`config.mk`:
```
export PLATFORM = sky130hd
export DESIGN_NAME = ssi_read_master
export DESIGN_NICKNAME = d
export VERILOG_FILES = /design/src/rtl/ssi_rd_pkg.sv /design/src/rtl/ssi_half_timer.sv /design/src/rtl/ssi_gap_timer.sv /design/src/rtl/ssi_frame_shift.sv /design/src/rtl/ssi_read_master.sv
export SDC_FILE = /design/constraint.sdc
export NUM_CORES = 1
export LEC_CHECK = 0
export CAP_MARGIN = 5
export CORE_ASPECT_RATIO = 1.2
export CORE_MARGIN = 2
export CORE_UTILIZATION = 45
export DETAILED_ROUTE_END_ITERATION = 10
export HOLD_SLACK_MARGIN = 0.02
export PLACE_DENSITY = 0.69
export SLEW_MARGIN = 20
export SYNTH_ARGS = -nofsm -noshare
export SYNTH_HDL_FRONTEND = slang
export SYNTH_HIERARCHICAL = 1
export SYNTH_SLANG_ARGS = --single-unit
```
`constraint.sdc`:
```
create_clock -name clk -period 4 [get_ports clk]
set_input_delay 1.2 -clock clk [delete_from_list [all_inputs] [get_ports clk]]
set_output_delay 1.2 -clock clk [all_outputs]
set_load 0.01 [all_outputs]
```
`src/rtl/ssi_rd_pkg.sv`:
```
package ssi_rd_pkg;
    typedef enum logic [1:0] {
        ST_IDLE = 2'd0,
        ST_LOW  = 2'd1,
        ST_HIGH = 2'd2
    } ssi_state_e;
endpackage

```
`src/rtl/ssi_half_timer.sv`:
```
module ssi_half_timer #(
    parameter int HALF_W = 12
) (
    input  logic              clk,
    input  logic              rst_n,
    input  logic              load,
    input  logic [HALF_W-1:0] half,
    output logic              expire
);
    logic [HALF_W-1:0] cnt_d, cnt_q;

    always_comb begin
        cnt_d = cnt_q;
        if (load) begin
            cnt_d = (half == '0) ? '0 : half - 1'b1;
        end else if (cnt_q != '0) begin
            cnt_d = cnt_q - 1'b1;
        end
    end

    always_ff @(posedge clk or negedge rst_n) begin
        if (!rst_n) cnt_q <= '0;
        else        cnt_q <= cnt_d;
    end

    assign expire = (cnt_q == '0);
endmodule

```
`src/rtl/ssi_gap_timer.sv`:
```
module ssi_gap_timer #(
    parameter int GAP_W = 16
) (
    input  logic             clk,
    input  logic             rst_n,
    input  logic             clear,
    input  logic [GAP_W-1:0] limit,
    output logic             done
);
    localparam logic [GAP_W-1:0] CNT_MAX = '1;
    logic [GAP_W-1:0] cnt_d, cnt_q;

    always_comb begin
        cnt_d = cnt_q;
        if (clear)                cnt_d = '0;
        else if (cnt_q != CNT_MAX) cnt_d = cnt_q + 1'b1;
    end

    always_ff @(posedge clk or negedge rst_n) begin
        if (!rst_n) cnt_q <= '0;
        else        cnt_q <= cnt_d;
    end

    assign done = (cnt_q >= limit);
endmodule

```
`src/rtl/ssi_frame_shift.sv`:
```
module ssi_frame_shift #(
    parameter int WORD_W = 32
) (
    input  logic              clk,
    input  logic              rst_n,
    input  logic              clear,
    input  logic              shift,
    input  logic              save,
    input  logic              bit_in,
    output logic [WORD_W-1:0] word,
    output logic [WORD_W-1:0] first
);
    logic [WORD_W-1:0] sh_d, sh_q, first_d, first_q;

    always_comb begin
        sh_d    = sh_q;
        first_d = first_q;
        if (save)       first_d = sh_q;
        if (clear)      sh_d = '0;
        else if (shift) sh_d = {sh_q[WORD_W-2:0], bit_in};
    end

    always_ff @(posedge clk or negedge rst_n) begin
        if (!rst_n) begin
            sh_q    <= '0;
            first_q <= '0;
        end else begin
            sh_q    <= sh_d;
            first_q <= first_d;
        end
    end

    assign word  = sh_q;
    assign first = first_q;
endmodule

```
`src/rtl/ssi_read_master.sv`:
```
module ssi_read_master
    import ssi_rd_pkg::*;
#(
    parameter int WORD_W = 32,
    parameter int HALF_W = 12,
    parameter int GAP_W  = 16,
    localparam int CNT_W = $clog2(WORD_W + 1)
) (
    input  logic              clk,
    input  logic              rst_n,
    input  logic              req,
    input  logic [HALF_W-1:0] cfg_half,
    input  logic [CNT_W-1:0]  cfg_nbits,
    input  logic [GAP_W-1:0]  cfg_gap,
    input  logic              cfg_double,
    input  logic              ssi_data,
    output logic              ssi_clk,
    output logic              busy,
    output logic [WORD_W-1:0] pos_word,
    output logic              pos_valid,
    output logic              line_fault,
    output logic              mismatch,
    output logic              broken_wire
);
    typedef struct packed {
        ssi_state_e        state;
        logic [CNT_W-1:0]  bit_cnt;
        logic [CNT_W-1:0]  nbits;
        logic              dbl;
        logic              frame;
        logic              lf_acc;
        logic              sclk;
        logic [WORD_W-1:0] word_out;
        logic              valid;
        logic              lf_out;
        logic              mm_out;
        logic              bw_out;
    } ctrl_t;

    localparam ctrl_t CTRL_RST = '{
        state:    ST_IDLE,
        bit_cnt:  '0,
        nbits:    '0,
        dbl:      1'b0,
        frame:    1'b0,
        lf_acc:   1'b0,
        sclk:     1'b1,
        word_out: '0,
        valid:    1'b0,
        lf_out:   1'b0,
        mm_out:   1'b0,
        bw_out:   1'b0
    };

    ctrl_t r_d, r_q;

    logic              t_load, t_expire;
    logic              g_clear, g_done;
    logic              sh_clear, sh_shift, sh_save;
    logic [WORD_W-1:0] sh_word, sh_first;
    logic              lf_now;

    ssi_half_timer #(.HALF_W(HALF_W)) u_half (
        .clk    (clk),
        .rst_n  (rst_n),
        .load   (t_load),
        .half   (cfg_half),
        .expire (t_expire)
    );

    ssi_gap_timer #(.GAP_W(GAP_W)) u_gap (
        .clk   (clk),
        .rst_n (rst_n),
        .clear (g_clear),
        .limit (cfg_gap),
        .done  (g_done)
    );

    ssi_frame_shift #(.WORD_W(WORD_W)) u_shift (
        .clk    (clk),
        .rst_n  (rst_n),
        .clear  (sh_clear),
        .shift  (sh_shift),
        .save   (sh_save),
        .bit_in (ssi_data),
        .word   (sh_word),
        .first  (sh_first)
    );

    always_comb begin
        r_d      = r_q;
        r_d.valid = 1'b0;
        t_load   = 1'b0;
        g_clear  = 1'b0;
        sh_clear = 1'b0;
        sh_shift = 1'b0;
        sh_save  = 1'b0;
        lf_now   = r_q.lf_acc | ssi_data;

        unique case (r_q.state)
            ST_IDLE: begin
                r_d.sclk = 1'b1;
                if (req && g_done) begin
                    if (!ssi_data) begin
                        // line already low: report without clocking
                        r_d.valid    = 1'b1;
                        r_d.word_out = '0;
                        r_d.lf_out   = 1'b0;
                        r_d.mm_out   = 1'b0;
                        r_d.bw_out   = 1'b1;
                        g_clear      = 1'b1;
                    end else begin
                        r_d.state   = ST_LOW;
                        r_d.sclk    = 1'b0;
                        r_d.bit_cnt = '0;
                        r_d.nbits   = cfg_nbits;
                        r_d.dbl     = cfg_double;
                        r_d.frame   = 1'b0;
                        r_d.lf_acc  = 1'b0;
                        t_load      = 1'b1;
                        sh_clear    = 1'b1;
                    end
                end
            end

            ST_LOW: begin
                if (t_expire) begin
                    r_d.state = ST_HIGH;
                    r_d.sclk  = 1'b1;
                    t_load    = 1'b1;
                end
            end

            ST_HIGH: begin
                if (t_expire) begin
                    if (r_q.bit_cnt < r_q.nbits) begin
                        // data bit: sample, then falling edge
                        sh_shift    = 1'b1;
                        r_d.bit_cnt = r_q.bit_cnt + CNT_W'(1);
                        r_d.state   = ST_LOW;
                        r_d.sclk    = 1'b0;
                        t_load      = 1'b1;
                    end else if (r_q.dbl && !r_q.frame) begin
                        // trailing bit of first copy, keep clocking
                        sh_save     = 1'b1;
                        sh_clear    = 1'b1;
                        r_d.frame   = 1'b1;
                        r_d.bit_cnt = '0;
                        r_d.lf_acc  = lf_now;
                        r_d.state   = ST_LOW;
                        r_d.sclk    = 1'b0;
                        t_load      = 1'b1;
                    end else begin
                        r_d.state    = ST_IDLE;
                        r_d.sclk     = 1'b1;
                        r_d.valid    = 1'b1;
                        r_d.word_out = r_q.dbl ? sh_first : sh_word;
                        r_d.mm_out   = r_q.dbl && (sh_first != sh_word);
                        r_d.lf_out   = lf_now;
                        r_d.bw_out   = 1'b0;
                        g_clear      = 1'b1;
                    end
                end
            end

            default: begin
                r_d = CTRL_RST;
            end
        endcase
    end

    always_ff @(posedge clk or negedge rst_n) begin
        if (!rst_n) r_q <= CTRL_RST;
        else        r_q <= r_d;
    end

    assign ssi_clk     = r_q.sclk;
    assign busy        = !((r_q.state == ST_IDLE) && g_done);
    assign pos_word    = r_q.word_out;
    assign pos_valid   = r_q.valid;
    assign line_fault  = r_q.lf_out;
    assign mismatch    = r_q.mm_out;
    assign broken_wire = r_q.bw_out;
endmodule

```
==> qor.csv, run 1 <==
stage;metric;value;unit
timing;relative slew slack;50.4;%
worst_setup_path;CP most frequent cell;o21ai_2;
power;Max VDD drop;0.381;mV
floorplanning;initial core utilization;45.9;%
grt;largest net degree at the start of global routing;78;
worst_setup_path;CP startpoint kind;primary input;
cts;CTS tree;done;
finish;FILL cells;1648;
drt;DRC Markers;0;
timing;Worst-Margin Slew;744;ps
drt;Pre-antenna DRT Iters;5;
run;max-cap viol count;0;
drt;vias per cell;5.52;
yosys;Post-Syn Area per Cell;11.0;um^2
timing;final period utilization;99.3;%
place;dpl ws;-703;ps
cts;Num CTS Buffers;17;
finish;Multi-input gate area;4510;um^2
finish;synth-to-layout area growth;18.6;%
place;Port Buffers;76;
place;GPL Wtd Cong;0.859;
floorplanning;full die area;20400;um^2
yosys;Synth Flop Type;dfrtp_1;
floorplanning;# IOs;77;
cts;worst skew pair latency;430;ps
timing;Final Hold Vio Count;0;
grt;remaining global-route overflow;0;
yosys;Ys Warns;6;
power;Switching Share;36.4;%
timing;Hold Slack;487;ps
worst_setup_path;slowest CP cell;clkdlybuf4s50_1;
worst_setup_path;Critical Path End Type;primary output;
power;Comb pwr share;33.3;%
timing;final setup fails;0;
cts;Clock Tree Root;clkbuf_16;
cts;CTS H-tree depth;4;
yosys;post-synthesis cell area;8660;um^2
finish;leading cell type in the layout, fill and taps excluded;dfrtp_1;
timing;setup ws final;27.6;ps
grt;vias in the first global route;6212;
yosys;Post-synth EDFFs;0;
finish;non-filler cells in the finished layout;1114;
hold_path;Hold Crit Class;reg -> reg;
drt;drt initial violations;453;
power;P_int;3.23;mW
worst_setup_path;crit path cell chain;clkdlybuf4s50_1 -> inv_2 -> ha_4 -> a21oi_4 -> o21ai_2 -> a221oi_2 -> o21ai_2 -> nand2_1 -> buf_2;
power;Pwr per Cell Area;495;nW/um^2
cts;register clock-pin slew on the reported worst setup and hold paths;70;ps
power;Switch Pwr;1.85;mW
yosys;async set-reset flop share out of synthesis;100;%
place;post-DP HPWL;12800;um
floorplanning;Core Area;18900;um^2
worst_setup_path;Crit path largest cell delay;470;ps
place;Cell Count Post-Placement;1081;
worst_setup_path;Worst Path Max Fanout;2;
finish;fraction of layout instances using a drive strength above 1;19.3;%
cts;TritonCTS Sinks;146;
timing;Final Max Slew Viols;0;
finish;nets@finish;915;
floorplanning;Die Ht;156;um
worst_setup_path;critical path arrival;2770;ps
drt;total wire length;18900;um
status;outcome;finished, final reports clean;
drt;via count;6145;
cts;clock tree buffer depth;2;
floorplanning;num rows;55;
timing;Layout Skew;13.6;ps
grt;initial antenna violation count;0;
power;Flop pwr share;35.6;%
timing;crit path time final;3970;ps
floorplanning;DIE WIDTH;131;um
power;leakage power;4.49;nW
yosys;Post-Synthesis Cells;790;
finish;register area;3660;um^2
worst_setup_path;Crit Path Class;in -> out;
worst_setup_path;Req. time, crit path;2800;ps
yosys;post-synth net total;860;
drt;post-route ant nets;0;
finish;most frequent cells in the layout;dfrtp_1, mux2i_1, nor2_1;
timing;Fin Setup TNS;0;ps
timing;fmax;252;MHz
yosys;Seq cells post-synth;146;
finish;# diodes;0;
grt;gr usage total;19.5;%
yosys;distinct cell type count after synthesis;82;
power;clock power share;31.2;%
drt;Routed WL per cell;17.0;um
yosys;post-synthesis sequential area ratio;42.2;%
finish;final core utilization;54.5;%
grt;first-pass GRT wire length;31300;um
-- worst max-delay path: cells and delay by family --
family                     cells  cell delay [ps]
buffers and inverters          3              650
AOI/OAI and AO/OA              4              610
adders and majority gates      1              220
and+or+nand+nor                1               90
-- through the flow --
step / power [mW] / instance area, um^2
global route: 5.37 / 10300
global placement: 3.42 / 9530
detailed placement: 3.45 / 9530
CTS: 5.10 / 10200
finish: 5.08 / 10300
floorplan: 2.95 / 8660
-- power groups by stage --
stage                     clock, mW  combinational, mW  sequential [mW]
after floorplan                   0               1.18             1.78
after global placement            0               1.60             1.82
after detailed placement          0               1.62             1.82
after CTS                      1.61               1.68             1.80
after global routing           1.68               1.87             1.83
final                          1.58               1.69             1.81
-- worst paths after layout --
check	end	start	slack, ps	cells past startpoint
worst min-delay path	r_q[44]	r_q[44]	490	2
min in group asynchronous	u_half/cnt_q[3]	rst_n	810	1
worst max register to register	pos_word[9]	u_gap/cnt_q[13]	910	13
max in group asynchronous	u_shift/first[23]	rst_n	2410	2
worst min register to register	r_q[44]	r_q[44]	490	2
worst max-delay path	busy	cfg_gap[9]	30	9
-- sequential cells by signal (all words and copies together) (netlist names), 12 cells and up --
| register | cells |
|---|---|
| u_gap/cnt_q | 16 |
| r_q | 17 |
| u_shift/first | 32 |
| pos_word | 32 |
| u_half/cnt_q | 12 |
| u_shift/word | 32 |
-- metal layers --
metal | share of wire [%] | global-route usage (%) | wire length [um]
met2 | 48 | 31.9 | 9160
met3 | 3.6 | 3.43 | 687
met1 | 46 | 25.6 | 8620
met4 | 2.4 | 7.80 | 450
met5 | 0 | 0 | 0
-- logic make-up after synthesis --
logic type / count (synthesis) / share of synthesized area [%]
xor+xnor: 46 / 4.65
mux: 104 / 13.9
fa+ha+maj: 31 / 4.48
compound gates: 144 / 14.3
simple gates: 214 / 12.8
flops: 146 / 42.2
buf+inv: 105 / 7.67
-- cell usage after synthesis, types with 4 or more instances --
cell	n	area [um^2]
dfrtp_1	145	3630
mux2i_1	70	701
nor2_1	66	248
nand2_1	45	169
xor2_1	37	324
inv_1	36	135
buf_4	34	255
mux2_4	32	480
ha_1	31	388
o2bb2ai_2	30	450
o21ai_0	21	105
a21oi_1	18	90.1
nand3_1	16	80.1
nor3_1	15	75.1
clkbuf_1	12	45.0
nand4_1	11	68.8
nor4_1	10	62.6
a31oi_1	9	56.3
xnor2_1	9	78.8
or3_1	8	50.1
buf_2	7	35.0
o22ai_1	7	43.8
o31ai_1	7	52.6
buf_6	6	67.6
a211oi_1	5	37.5
a21o_1	5	37.5
o21a_1	5	37.5
or4_1	5	37.5
and4_1	4	35.0
-- repair_timing --
action | in CTS | in global routing
endpoints found under the hold margin | 0 | 0
gates resized for setup | 30 | 13
setup endpoints to repair | 1 | 1
hold buffers | 0 | 0
pin swaps | 23 | 10
buffers inserted | 1 | 0
-- layout make-up --
| cell class | count | area share, % |
|---|---|---|
| multi-input combinational | 539 | 44.0 |
| timing repair buffer | 105 | 10.3 |
| inverter | 36 | 1.32 |
| sequential | 146 | 35.6 |
| tap | 256 | 3.12 |
| clock inverter | 13 | 1.35 |
| clock buffer | 19 | 4.31 |
No activity file was read; power rests on OpenSTA's default activity.
==> run 2: changes to the inputs <==
--- a/config.mk
+++ b/config.mk
@@ -12,7 +12,6 @@
 export DETAILED_ROUTE_END_ITERATION = 10
 export HOLD_SLACK_MARGIN = 0.02
 export PLACE_DENSITY = 0.69
-export SLEW_MARGIN = 20
 export SYNTH_ARGS = -nofsm -noshare
 export SYNTH_HDL_FRONTEND = slang
 export SYNTH_HIERARCHICAL = 1
==> results of run 2 <==
No change in the layout: final DEF, timing and power equal those of run 1.
==> run 3: changes to the inputs <==
--- a/config.mk
+++ b/config.mk
@@ -5,11 +5,11 @@
 export SDC_FILE = /design/constraint.sdc
 export NUM_CORES = 1
 export LEC_CHECK = 0
-export CAP_MARGIN = 5
 export CORE_ASPECT_RATIO = 1.2
 export CORE_MARGIN = 2
 export CORE_UTILIZATION = 45
 export DETAILED_ROUTE_END_ITERATION = 10
+export GPL_ROUTABILITY_DRIVEN = 0
 export HOLD_SLACK_MARGIN = 0.02
 export PLACE_DENSITY = 0.69
 export SYNTH_ARGS = -nofsm -noshare
==> results of run 3 <==
No change in the layout: final DEF, timing and power equal those of run 1.
